$ cat src/rtl/opx_pkg.sv
package opx_pkg;
   typedef enum logic [1:0] {
      ST_IDLE = 2'd0,
      ST_ROW  = 2'd1,
      ST_MARK = 2'd2
   } opx_state_e;
endpackage

$ cat src/rtl/opx_mul_unit.sv
module opx_mul_unit #(
   parameter int DW         = 16,
   parameter int PW         = 32,
   parameter int FRAC_SHIFT = 0
) (
   input  logic [DW-1:0] op_a,
   input  logic [DW-1:0] op_b,
   output logic [PW-1:0] prod
);
   localparam int FW = 2 * DW;

   logic signed [FW-1:0] full;
   logic signed [FW-1:0] scaled;

   assign full = $signed(op_a) * $signed(op_b);

   generate
      if (FRAC_SHIFT == 0) begin : g_noshift
         assign scaled = full;
      end else begin : g_shift
         assign scaled = full >>> FRAC_SHIFT;
      end

      if (PW == FW) begin : g_same
         assign prod = scaled;
      end else if (PW > FW) begin : g_ext
         assign prod = {{(PW-FW){scaled[FW-1]}}, scaled};
      end else begin : g_trunc
         assign prod = scaled[PW-1:0];
      end
   endgenerate
endmodule

$ cat src/rtl/opx_task_fsm.sv
module opx_task_fsm
   import opx_pkg::*;
#(
   parameter int RW = 16,
   parameter int DW = 16
) (
   input  logic          clk,
   input  logic          rst_n,
   input  logic          desc_valid,
   input  logic          desc_empty,
   input  logic [RW-1:0] desc_row,
   input  logic [DW-1:0] desc_scale,
   output logic          desc_ready,
   input  logic          brow_valid,
   input  logic          brow_last,
   output logic          brow_ready,
   input  logic          slot_free,
   output logic [RW-1:0] row_q,
   output logic [DW-1:0] scale_q,
   output logic          load_prod,
   output logic          load_mark
);
   opx_state_e state_q, state_d;

   assign desc_ready = (state_q == ST_IDLE);
   assign brow_ready = (state_q == ST_ROW) && slot_free;
   assign load_prod  = brow_valid && brow_ready;
   assign load_mark  = (state_q == ST_MARK) && slot_free;

   always_comb begin
      state_d = state_q;
      unique case (state_q)
         ST_IDLE: if (desc_valid) state_d = desc_empty ? ST_MARK : ST_ROW;
         ST_ROW:  if (load_prod && brow_last) state_d = ST_MARK;
         ST_MARK: if (load_mark) state_d = ST_IDLE;
         default: state_d = ST_IDLE;
      endcase
   end

   always_ff @(posedge clk) begin
      if (!rst_n) begin
         state_q <= ST_IDLE;
         row_q   <= '0;
         scale_q <= '0;
      end else begin
         state_q <= state_d;
         if (desc_valid && desc_ready) begin
            row_q   <= desc_row;
            scale_q <= desc_scale;
         end
      end
   end
endmodule

$ cat src/rtl/opx_rec_reg.sv
module opx_rec_reg #(
   parameter int RW = 16,
   parameter int CW = 16,
   parameter int PW = 32
) (
   input  logic          clk,
   input  logic          rst_n,
   input  logic          load,
   input  logic [RW-1:0] in_row,
   input  logic [CW-1:0] in_col,
   input  logic [PW-1:0] in_prod,
   input  logic          in_eor,
   output logic          out_valid,
   input  logic          out_ready,
   output logic [RW-1:0] out_row,
   output logic [CW-1:0] out_col,
   output logic [PW-1:0] out_prod,
   output logic          out_eor,
   output logic          slot_free
);
   assign slot_free = !out_valid || out_ready;

   always_ff @(posedge clk) begin
      if (!rst_n) begin
         out_valid <= 1'b0;
         out_row   <= '0;
         out_col   <= '0;
         out_prod  <= '0;
         out_eor   <= 1'b0;
      end else if (load) begin
         out_valid <= 1'b1;
         out_row   <= in_row;
         out_col   <= in_col;
         out_prod  <= in_prod;
         out_eor   <= in_eor;
      end else if (out_ready) begin
         out_valid <= 1'b0;
      end
   end
endmodule

$ cat src/rtl/opx_row_scaler.sv
module opx_row_scaler #(
   parameter int RW         = 16,
   parameter int CW         = 16,
   parameter int DW         = 16,
   parameter int PW         = 32,
   parameter int FRAC_SHIFT = 0
) (
   input  logic          clk,
   input  logic          rst_n,
   input  logic          desc_valid,
   output logic          desc_ready,
   input  logic          desc_empty,
   input  logic [RW-1:0] desc_row,
   input  logic [DW-1:0] desc_scale,
   input  logic          brow_valid,
   output logic          brow_ready,
   input  logic [CW-1:0] brow_col,
   input  logic [DW-1:0] brow_val,
   input  logic          brow_last,
   output logic          pp_valid,
   input  logic          pp_ready,
   output logic [RW-1:0] pp_row,
   output logic [CW-1:0] pp_col,
   output logic [PW-1:0] pp_prod,
   output logic          pp_eor
);
   generate
      if (RW < 1 || CW < 1 || DW < 2 || PW < 2)
         $error("opx_row_scaler: widths too small");
      if (FRAC_SHIFT < 0 || FRAC_SHIFT >= 2 * DW)
         $error("opx_row_scaler: FRAC_SHIFT out of range");
   endgenerate

   logic          slot_free;
   logic          load_prod;
   logic          load_mark;
   logic [RW-1:0] row_q;
   logic [DW-1:0] scale_q;
   logic [PW-1:0] prod_w;
   logic [CW-1:0] rec_col;
   logic [PW-1:0] rec_prod;

   opx_task_fsm #(.RW(RW), .DW(DW)) u_fsm (
      .clk        (clk),
      .rst_n      (rst_n),
      .desc_valid (desc_valid),
      .desc_empty (desc_empty),
      .desc_row   (desc_row),
      .desc_scale (desc_scale),
      .desc_ready (desc_ready),
      .brow_valid (brow_valid),
      .brow_last  (brow_last),
      .brow_ready (brow_ready),
      .slot_free  (slot_free),
      .row_q      (row_q),
      .scale_q    (scale_q),
      .load_prod  (load_prod),
      .load_mark  (load_mark)
   );

   opx_mul_unit #(.DW(DW), .PW(PW), .FRAC_SHIFT(FRAC_SHIFT)) u_mul (
      .op_a (scale_q),
      .op_b (brow_val),
      .prod (prod_w)
   );

   assign rec_col  = load_mark ? '0 : brow_col;
   assign rec_prod = load_mark ? '0 : prod_w;

   opx_rec_reg #(.RW(RW), .CW(CW), .PW(PW)) u_out (
      .clk       (clk),
      .rst_n     (rst_n),
      .load      (load_prod || load_mark),
      .in_row    (row_q),
      .in_col    (rec_col),
      .in_prod   (rec_prod),
      .in_eor    (load_mark),
      .out_valid (pp_valid),
      .out_ready (pp_ready),
      .out_row   (pp_row),
      .out_col   (pp_col),
      .out_prod  (pp_prod),
      .out_eor   (pp_eor),
      .slot_free (slot_free)
   );
endmodule

$ cat config.mk
export PLATFORM = sky130hd
export DESIGN_NAME = opx_row_scaler
export DESIGN_NICKNAME = d
export VERILOG_FILES = /design/src/rtl/opx_pkg.sv /design/src/rtl/opx_mul_unit.sv /design/src/rtl/opx_task_fsm.sv /design/src/rtl/opx_rec_reg.sv /design/src/rtl/opx_row_scaler.sv
export SDC_FILE = /design/constraint.sdc
export NUM_CORES = 1
export LEC_CHECK = 0
export CAP_MARGIN = 15
export CORE_ASPECT_RATIO = 0.9
export CORE_MARGIN = 1
export CORE_UTILIZATION = 25
export CTS_CLUSTER_SIZE = 25
export DETAILED_ROUTE_END_ITERATION = 10
export SYNTH_ARGS = -nofsm -noshare
export SYNTH_HDL_FRONTEND = slang
export SYNTH_SLANG_ARGS = --single-unit
$ cat constraint.sdc
create_clock -name clk -period 9.6 [get_ports clk]
set_input_delay 2.4 -clock clk [delete_from_list [all_inputs] [get_ports clk]]
set_output_delay 2.4 -clock clk [all_outputs]
set_load 0.1 [all_outputs]
# Yosys cells after proc, flatten, opt, wreduce, memory -nomap -nowiden
# Index checks and enable logic that the tools add are counted.
# totals
ff_bits,100
inputBits,71
out_inout_bits,68
wordCells,34
# classes
mul,1
eq_ne,5
muxes,9
reduce_logical,11
# op_table
op,n
$mul 16x16->32,1
$mux 32,1
$mux 16,1
$mux 2,4
$ne 2x2->1 const B,3
$pmux 2 s3,1
$logic_and 1x1->1,5
$reduce_and 3->1,1
$eq 2x1->1 const B,1
$eq 2x2->1 const B,1
$logic_not 2->1,1
$logic_or 1x1->1,2
$mux 1,2
$reduce_bool 2->1,1
$logic_not 1->1,1

# Depth between registers and ports, before layout
# depth
word_depth,7
ltp_mapped,22
depth_no_buf,21

# Hierarchy
# Synthesis repeated with hierarchy kept, for this count alone.
# unflattened
hier_cells,1506
hier_area_um2,14056.0
# by_module_without_submodules
module,instances,cells_per_inst,area_each_um2,seq_area_each_um2
opx_mul_unit,1,1081,9798.1,0.0
opx_rec_reg,1,214,2546.2,1321.3
opx_task_fsm,1,157,1367.6,680.7
opx_row_scaler,1,54,344.1,0.0

# Worst setup path before layout
# No wires, ideal clock.
# synth_timing
path_kind,in2reg
start,input brow_val[1]
end,register u_out.out_prod[30]
setup_ns,0.127
t_arrival_ns,7.859
required_ns,9.473
slack_ns,1.613
path_stages,20
n_path_buf,1
path_cell_list,clkbuf_1 > nand2_1 > inv_1 > fa_1 > fa_1 > fa_1 > fa_1 > fa_1 > inv_1 > fa_1 > inv_1 > ha_1 > a21oi_1 > o21ai_0 > o21bai_1 > a21oi_1 > o31ai_4 > a211oi_1 > xor2_1 > o21ai_1
# synth_between
elab_chain_len,2
# synth_rtl
item,line,text
"start, declared",opx_row_scaler.sv:18,"input logic [DW-1:0] brow_val,"
$mul 16x16->32,opx_mul_unit.sv:15,assign full = $signed(op_a) * $signed(op_b);
$mux 32,opx_row_scaler.sv:68,assign rec_prod = load_mark ? '0 : prod_w;
"end signal, assigned",opx_rec_reg.sv:34,out_prod <= in_prod;
"end, declared",opx_rec_reg.sv:17,"output logic [PW-1:0] out_prod,"
# No other way between the ends.
# A chain may end at the register's enable or synchronous reset.

# Worst setup path after layout
# layout_timing
start,input brow_val[4]
end,register u_out.out_prod[30]
# Same word-level chain as after synthesis.

==> impl_metrics.toml <==
[final_layout]
n_antenna_cell = 0
utilization_pct = 29.9
layout_common_cells = "289 x inv_1, 262 x fa_1, 245 x nand2_1"
nets = 1997
syn_to_final_growth_pct = 17.8
finalNonFillerCells = 2284
multi_input_area_sq_mm = 0.0102
layout-drive-gt1-share_pct = 2.71
layout_commonest_cell = "inv_1"
fin_area_sq_mm = 0.0159
seq_area_sq_mm = 0.00200
fillCellCount = 5613

[pwr]
p_int_w = 0.00157
leakage_nw = 7.23
switching_share_pct = 51.3
power_frac_seq_pct = 15.2
switchingPower_w = 0.00165
max-vdd-ir-drop_mv = 0.141
pwr-share-comb_pct = 72.9
power_density_mw_per_mm2 = 202
pwr-share-clk_pct = 11.9

[min_path]
min_path_cells = 2
min_path_type = "reg -> reg"

[setup_path]
r2r_slack_ns = 2.94
path_cells = "clkdlybuf4s50_1 > nand2_1 > fa_1 > inv_1 > fa_1 > fa_1 > fa_1 > fa_1 > inv_1 > fa_1 > inv_1 > ha_1 > a21oi_1 > o21ai_0 > o21bai_1 > a21oi_1 > o31ai_4 > a211oi_1 > xor2_1 > o21ai_1"
cp-end-kind = "flip-flop"
rr_worst_depth = 19
cp.arrival_ns = 8.99
crit_type = "in -> reg"
critPathLaunchType = "primary input"
worst-path-max-fanout = 16
path_common_cell = "fa_1"
critical-path-top-delay-family = "adder cells"
cp.required_ns = 9.85
critPathMaxStageDelay_ns = 0.88
critical-path-slowest-cell = "clkdlybuf4s50_1"
crit_buf_inv = 4
worst-path-stages = 20

[cts]
cts_tree = "built"
cts.reportedPaths.clkPinSlew_ns = 0.07
htree_levels = 3
numCtsBuffers = 9
cts-root-buf = "clkbuf_16"
clock_latency_ns = 0.38
hold_buffers = 0
clock_sinks = 100
cts_max_path_buffers = 2
cts_setup_buffers = 0
cts.repair.resized = 0

[grt]
overflow = 0
gr-usage-all-layers_pct = 14.2
first_global_vias = 10900
grt_max_degree = 91
grt_pass1_wl_microns = 60900
antenna_found_initial = 0

[placement]
dp.cells = 2268
gp_congestion = 0.870
port_buffers = 138
place_area_sq_mm = 0.0156
dp_hpwl_microns = 29200

[timing]
timing.fmax_ghz = 0.114
setup_viol = 0
worst_clock_skew_ns = 0.0106
finalHoldViolations = 0
setup-tns-final_ns = 0
timing.hold.ws_ns = 0.458
final_max_slew_viol_count = 0
relSlewSlack_pct = 24.1
period_minus_slack_ns = 8.74
rsz0062_at_grt = "false"
period_share_pct = 91.0
worst_pin_slew_ns = 1.13

[floorplan]
fp.dieH_microns = 223
die_w_microns = 247
num_rows = 80
core_sq_mm = 0.0533
dieArea_sq_mm = 0.0550
initial_core_util_pct = 25.4
ioPinCount = 139

[run_status]
status = "complete, but fails checks"
violations = "design-rule violations"

[routing]
drtIter0Drc = 671
post_drt_wl_per_cell_microns = 16.0
final_antenna_net_count = 0
routed_wl_microns = 36600
via_per_inst = 4.36
drc = 8
vias = 9948
drt-pass1-iter-count = 8

[synth]
ys_types = 55
ys_seq_area_share_pct = 14.8
synth_area_per_cell_sq_um = 9.10
synth_area_sq_mm = 0.0135
postSynthCellCount = 1485
ys_ff_latch = 100
synth_nets = 1900
synth-main-ff-cell = "dfxtp_1"
async_flop_share_pct = 0
synth_edf_count = 0
yosysWarnings = 0

[run]
max_cap_violations = 0
state kept, by name (all words and copies together) (netlist names):
name / count
u_out.out_col: 16
u_out.out_valid: 1
u_fsm.state_q: 2
u_fsm.row_q: 16
u_out.out_row: 16
u_fsm.scale_q: 16
u_out.out_prod: 32
u_out.out_eor: 1
path summary, 6_finish.rpt:
path,start,endpoint
max,brow_val[4],u_out.out_prod[30]$_SDFFE_PN0P_
min,u_out.out_prod[22]$_SDFFE_PN0P_,u_out.out_prod[22]$_SDFFE_PN0P_
max reg2reg,u_fsm.scale_q[15]$_SDFFE_PN0P_,u_out.out_prod[30]$_SDFFE_PN0P_
min reg2reg,u_out.out_prod[22]$_SDFFE_PN0P_,u_out.out_prod[22]$_SDFFE_PN0P_
worst register-to-register path, delay by kind of cell, from the launching register on:
kind | cells | cell delay [ns]
AO/OA/AOI/OAI | 7 | 1.30
XOR/XNOR | 1 | 0.20
adder cells (fa/ha/maj) | 7 | 3.85
buffers and inverters | 3 | 0.26
flip-flops | 1 | 0.72
AND/OR/NAND/NOR | 1 | 0.21
power by group through the flow:
| stage | Sequential [W] | Clock (W) | Combinational, W |
|---|---|---|---|
| final | 0.000490 | 0.000383 | 0.00235 |
| after CTS | 0.000490 | 0.000402 | 0.00236 |
| after floorplan | 0.000630 | 0 | 0.00158 |
| after global routing | 0.000495 | 0.000416 | 0.00263 |
| after global placement | 0.000498 | 0 | 0.00231 |
| after detailed placement | 0.000498 | 0 | 0.00232 |
layer usage:
layer  vias to the layer above  track usage, %  part of all wire (%)
met5                         -               0                     0
met4                         0            2.97                   1.4
li1                       4682               -                     -
met2                       281            21.3                    44
met1                      4951            19.4                    45
met3                        34            5.39                   9.9
cell families after synthesis:
kind of cell	synth area share (%)
AO/OA/AOI/OAI	10.1
XOR/XNOR	1.88
adder cells (fa/ha/maj)	46.4
buffers and inverters	9.78
flip-flops	14.8
multiplexers	0.0740
AND/OR/NAND/NOR	16.9
synthesized netlist by cell type, drive strengths merged, types with 5 or more instances:
| cell | count | share of area [%] |
|---|---|---|
| o21a | 12 | 0.67 |
| nand3 | 5 | 0.19 |
| a21boi | 53 | 2.9 |
| dfxtp | 100 | 15 |
| xnor2 | 21 | 1.4 |
| a21oi | 24 | 1.0 |
| a211oi | 8 | 0.54 |
| a21o | 6 | 0.33 |
| inv | 289 | 8.0 |
| a22oi | 27 | 1.5 |
| nand2 | 246 | 6.8 |
| nor2 | 32 | 0.89 |
| and2 | 130 | 6.0 |
| fa | 262 | 39 |
| ha | 82 | 7.6 |
| nor2b | 35 | 1.7 |
| xor2 | 8 | 0.52 |
| nand2b | 7 | 0.32 |
| clkbuf | 61 | 1.7 |
| o21ai | 29 | 1.1 |
stage by stage:
stage	power, W	setup slack [ns]
after global placement	0.00280	0.625
after global routing	0.00354	0.437
after floorplan	0.00221	1.61
final	0.00322	0.861
after CTS	0.00325	0.909
after detailed placement	0.00282	0.525
cell type report:
| type | count | share of cell area, % |
|---|---|---|
| Clock inverter | 6 | 0.440 |
| Tap cell | 697 | 5.48 |
| Sequential cell | 100 | 12.6 |
| Clock buffer | 10 | 1.50 |
| Timing Repair Buffer | 149 | 9.16 |
| Multi-Input combinational cell | 1033 | 64.0 |
| Inverter | 289 | 6.81 |
Note: power is estimated with default switching activity, not from simulation.
